File: src/rtl/pfd_pkg.sv
package pfd_pkg;
  typedef struct packed {
    logic armRef;
    logic armFb;
    logic clearAll;
  } pfdStrobe_t;
endpackage

File: src/rtl/pfd_edge_ctrl.sv
module pfd_edge_ctrl
  import pfd_pkg::*;
(
  input  logic       clk,
  input  logic       enable,
  input  logic       refPulse,
  input  logic       fbPulse,
  output pfdStrobe_t strobe
);
  logic refPrev;
  logic fbPrev;

  // Previous samples follow the inputs even during reset, so a stream that is
  // already high when reset is released is not counted as an edge.
  always_ff @(posedge clk) begin
    refPrev <= refPulse;
    fbPrev  <= fbPulse;
  end

  always_comb begin
    strobe.armRef   = enable & refPulse & ~refPrev;
    strobe.armFb    = enable & fbPulse & ~fbPrev;
    strobe.clearAll = ~enable;
  end
endmodule

File: src/rtl/pfd_flag_path.sv
module pfd_flag_path
  import pfd_pkg::*;
(
  input  logic       clk,
  input  logic       rstN,
  input  logic       polarity,
  input  pfdStrobe_t strobe,
  output logic       pumpUp,
  output logic       pumpDn,
  output logic       lockN
);
  logic refFlag;
  logic fbFlag;
  logic refNext;
  logic fbNext;

  always_comb begin
    refNext = refFlag | strobe.armRef;
    fbNext  = fbFlag | strobe.armFb;
    if (strobe.clearAll || (refNext && fbNext)) begin
      refNext = 1'b0;
      fbNext  = 1'b0;
    end
  end

  always_ff @(posedge clk or negedge rstN) begin
    if (!rstN) begin
      refFlag <= 1'b0;
      fbFlag  <= 1'b0;
    end else begin
      refFlag <= refNext;
      fbFlag  <= fbNext;
    end
  end

  assign pumpUp = polarity ? refFlag : fbFlag;
  assign pumpDn = polarity ? fbFlag : refFlag;
  assign lockN  = ~(refFlag | fbFlag);
endmodule

File: src/rtl/pfd_lock_top.sv
module pfd_lock_top
  import pfd_pkg::*;
(
  input  logic clk,
  input  logic rstN,
  input  logic enable,
  input  logic polarity,
  input  logic refPulse,
  input  logic fbPulse,
  output logic pumpUp,
  output logic pumpDn,
  output logic lockN
);
  pfdStrobe_t strobe;

  pfd_edge_ctrl uCtrl (
    .clk      (clk),
    .enable   (enable),
    .refPulse (refPulse),
    .fbPulse  (fbPulse),
    .strobe   (strobe)
  );

  pfd_flag_path uPath (
    .clk      (clk),
    .rstN     (rstN),
    .polarity (polarity),
    .strobe   (strobe),
    .pumpUp   (pumpUp),
    .pumpDn   (pumpDn),
    .lockN    (lockN)
  );
endmodule

File: config.mk
export PLATFORM = sky130hd
export DESIGN_NAME = pfd_lock_top
export DESIGN_NICKNAME = d
export VERILOG_FILES = /design/src/rtl/pfd_pkg.sv /design/src/rtl/pfd_edge_ctrl.sv /design/src/rtl/pfd_flag_path.sv /design/src/rtl/pfd_lock_top.sv
export SDC_FILE = /design/constraint.sdc
export NUM_CORES = 1
export LEC_CHECK = 0
export BUFFER_PORTS_ARGS = -buffer_cell sky130_fd_sc_hd__buf_4
export CORE_AREA = 2 2 39 41
export CTS_CLUSTER_SIZE = 24
export DETAILED_ROUTE_END_ITERATION = 10
export DIE_AREA = 0 0 41 43
export PLACE_DENSITY = 0.33
export SLEW_MARGIN = 5
export SYNTH_ARGS = -nofsm -noshare
export SYNTH_HDL_FRONTEND = slang
export SYNTH_HIERARCHICAL = 1
export SYNTH_SLANG_ARGS = --single-unit
File: constraint.sdc
create_clock -name clk -period 1.3 [get_ports clk]
set_input_delay 0 -clock clk [delete_from_list [all_inputs] [get_ports clk]]
set_output_delay 0 -clock clk [all_outputs]
set_load 0.02 [all_outputs]
==> results.txt <==
The final worst clock skew came out at 8.566 ps. The via count is 162. The part of the total power dissipated in sequential elements came out at 0.377. The fraction of final layout cells sized beyond drive strength 1 is 0.3793.

In this run the power spent charging and discharging nets is 80.70 uW. The final period utilization came out at 0.8563. The end of the worst register-to-register path is uPath/fbFlag. The number of buffers created by CTS is 3. The depth of the worst register-to-register path is 2.

The number of top-level pins is 9. For this run, the register share of the synthesized area comes to 0.5714. The count of nets left with antenna violations after detail routing is 0. At the worst endpoint, the arrival time is approximately 1100 ps.

The count of standard-cell rows came out at 14. Of the total power, the share spent switching nets is 0.2267. Among all stages on the critical path, the largest delay is contributed by sky130_fd_sc_hd__dfrtp_1.

The final design utilization is 0.2125. Counting both buffers and inverters, the worst setup path holds a total of 1. Walking the worst path, the cells encountered are mux2_1 > buf_4. The initial antenna violation count came out at 0. Setup repair after global routing left no endpoint under its margin. The count of pins over their slew limit is 0. At the worst endpoint, the required time is between 1000 and 1500 ps.

The area of the core region came out at roughly 0.0014 mm2. On the critical path the largest part of the delay comes from flip-flops. The clock share of power is 0.483. Across the VDD grid, the largest voltage drop is roughly 0.44 mV.

The run finished with clean final reports. Including well taps, the total number of placed cells is 38. In this run the deepest clock path goes through 2 buffers. The actual transition at the worst max-transition pin came out at 210.5 ps. The post-synthesis sequential element count came out at 4. The critical-path maximum fanout came out at 5. The internal portion of the total power is around 280 uW. The effective utilization at floorplan came out at 0.1139. The total DRC errors in the routed layout is 0.

After detailed routing, the average wire length per cell comes to roughly 7.4 um. The count of buffers added on input and output ports is 8. The TritonCTS clock tree is built. For this run, the detailed router's first-pass iteration total came to 1. The timing-limited maximum frequency came out at about 900 MHz. In the final design database the tool counted 36 nets. The post-synthesis cell count came out at 14. The tightest min-delay check is of the in -> reg type.

The peak per-stage delay on the critical path is just over 400 ps. In this run the horizontal extent of the chip is a little over 40 um. The depth of the worst hold-timing path came out at 3. In this run the number of H-tree levels came out at 1. The number of endpoints failing setup at the final stage is 0. The maximum number of pins on one net before global-route repair is 6. The mean instance size in the synthesized netlist came out at ~11 um2. The routed design has roughly 330 um of wire.

The number of maximum-capacitance constraint violations came out at 0. The via count of the first global-routing pass came out at around 150. The destination of the worst hold path is uPath/refFlag.

The first global-routing pass estimated about 530 um of wire. For this design the ratio of total power to cell area is 1211 mW/mm2. The area of the mapped netlist came out at roughly 160 um2. The cell sitting at the root of the clock tree is a sky130_fd_sc_hd__clkbuf_4. The first routing iteration left 0 violations. The synthesized net count came out at 20. The number of warning messages in the yosys log is 6. The static power due to leakage is 0.0001481 uW. The worst hold path begins at enable. The clock-pin slew on the worst setup and hold paths came out at ~40 ps. The clock period minus worst slack is around 1100 ps. The total global routing overflow is 0.

The critical path capture point type is a primary output. The total inserted antenna cells came out at 0. The die span in y came out at 43 um. Detailed placement finished with a half-perimeter wire length of between 200 and 300 um. Clock tree synthesis found a total of 4 sinks. The final setup TNS came out at 0 ps. The die area came out at about 0.0018 mm2. The insertion delay of the later-clocked pin in the worst-skew pair came out at between 200 and 250 ps. The number of inserted filler cells in the final layout came out at approximately 150. The worst register-to-register path has a setup slack of ~490 ps. The routability congestion estimate is approximately 0.57. The overall track demand over capacity in global routing came out at 0.05327. The setup path with the least slack is of type reg -> out. The area growth from synthesis to layout is 86.51%. In this run the critical register-to-register path is launched from uCtrl/refPrev.

The count of placed standard cells in the final layout, fillers left out is 45. Overall power consumption after layout is estimated at 355.9 uW. The worst setup path is launched from a flip-flop. The average via count per standard cell came out at 3.600. The combinational fraction of design power came out at 0.140. The count of unique library cells instantiated by Yosys came out at 7. The relative slew slack came out at 0.8584. The final-report hold violation count came out at 0.
-- final cells by class --
cell class	instances	area, um2	share of cell area
flip-flops and latches	4	90.09	0.3064
repair buffers	11	90.09	0.3064
multi-input cells	9	63.81	0.2170
clock buffers	4	26.28	0.08936
well taps	16	20.02	0.06809
inverters	1	3.754	0.01277
-- kinds of logic after synthesis --
logic type    count (synthesis)  share of synthesized area
flops                         4                     0.5715
simple gates                  7                     0.2619
buf+inv                       1                    0.02379
mux                           2                     0.1428
-- metrics by stage --
step	hold WS [ps]	setup WS, ps	instance area, um2
after floorplan	-295.6	530.2	157.7
after global placement	-217.0	454.5	237.7
after detailed placement	-215.6	435.8	237.7
after CTS	18.23	168.7	294.0
after global routing	26.81	128.3	294.0
final	21.36	186.8	294.0
-- metal layers --
metal / vias to the layer above / share of wire / track usage
li1: 80 / - / -
met1: 70 / 0.43 / 0.04839
met4: 0 / 0 / 0.02000
met5: - / 0 / 0
met3: 0 / 0.21 / 0.07853
met2: 12 / 0.36 / 0.06250
-- state kept, by name, indices dropped and copies added (netlist names) --
register and count:
uCtrl/fbPrev 1, uCtrl/refPrev 1, uPath/fbFlag 1, uPath/refFlag 1
-- synthesized netlist by cell type --
master / instances / area, um2
sky130_fd_sc_hd__nor4_1: 2 / 12.51
sky130_fd_sc_hd__nor2_1: 3 / 11.26
sky130_fd_sc_hd__and3b_1: 2 / 17.52
sky130_fd_sc_hd__inv_1: 1 / 3.750
sky130_fd_sc_hd__dfxtp_1: 2 / 40.04
sky130_fd_sc_hd__mux2_1: 2 / 22.52
sky130_fd_sc_hd__dfrtp_1: 2 / 50.05
-- worst reg2reg max path, delay by kind of cell, from the launching register on --
| family | cells | cell delay, ps |
|---|---|---|
| AND/OR/NAND/NOR | 2 | 430 |
| flip-flops | 1 | 290 |
-- worst max-delay path by stage --
| stage | start | to | slack [ps] | depth (start not counted) |
|---|---|---|---|---|
| after detailed placement | uPath/fbFlag | pumpDn | 440 | 2 |
| after global placement | uPath/fbFlag | pumpDn | 450 | 2 |
| after floorplan | uCtrl/refPrev | uPath/fbFlag | 530 | 2 |
| final | uPath/refFlag | pumpUp | 190 | 2 |
| after global routing | uPath/refFlag | pumpUp | 130 | 2 |
| after CTS | uPath/refFlag | pumpUp | 170 | 2 |
-- placed cells by master (no fill, tap or decap) --
cell                            instances
sky130_fd_sc_hd__nor4_1                 2
sky130_fd_sc_hd__clkbuf_4               3
sky130_fd_sc_hd__mux2_1                 2
sky130_fd_sc_hd__dlygate4sd3_1          3
sky130_fd_sc_hd__inv_1                  1
sky130_fd_sc_hd__and3b_1                2
sky130_fd_sc_hd__buf_4                  8
sky130_fd_sc_hd__clkbuf_1               1
sky130_fd_sc_hd__dfrtp_1                2
sky130_fd_sc_hd__dfxtp_1                2
sky130_fd_sc_hd__nor2_1                 3
-- power groups by stage --
stage	logic (uW)	registers, uW	clock network, uW
global placement	42.7	135	0
CTS	50.3	134	180
floorplan	19.3	135	0
detailed placement	43.0	136	0
finish	49.8	134	172
global route	55.1	135	193
-- timing repair --
item                      in CTS  in global routing
hold endpoints to repair       4                  0
hold buffers                   3                  0
buffers inserted               0                  0
resized for setup              0                  0
Power figures use the tool's default switching activity.
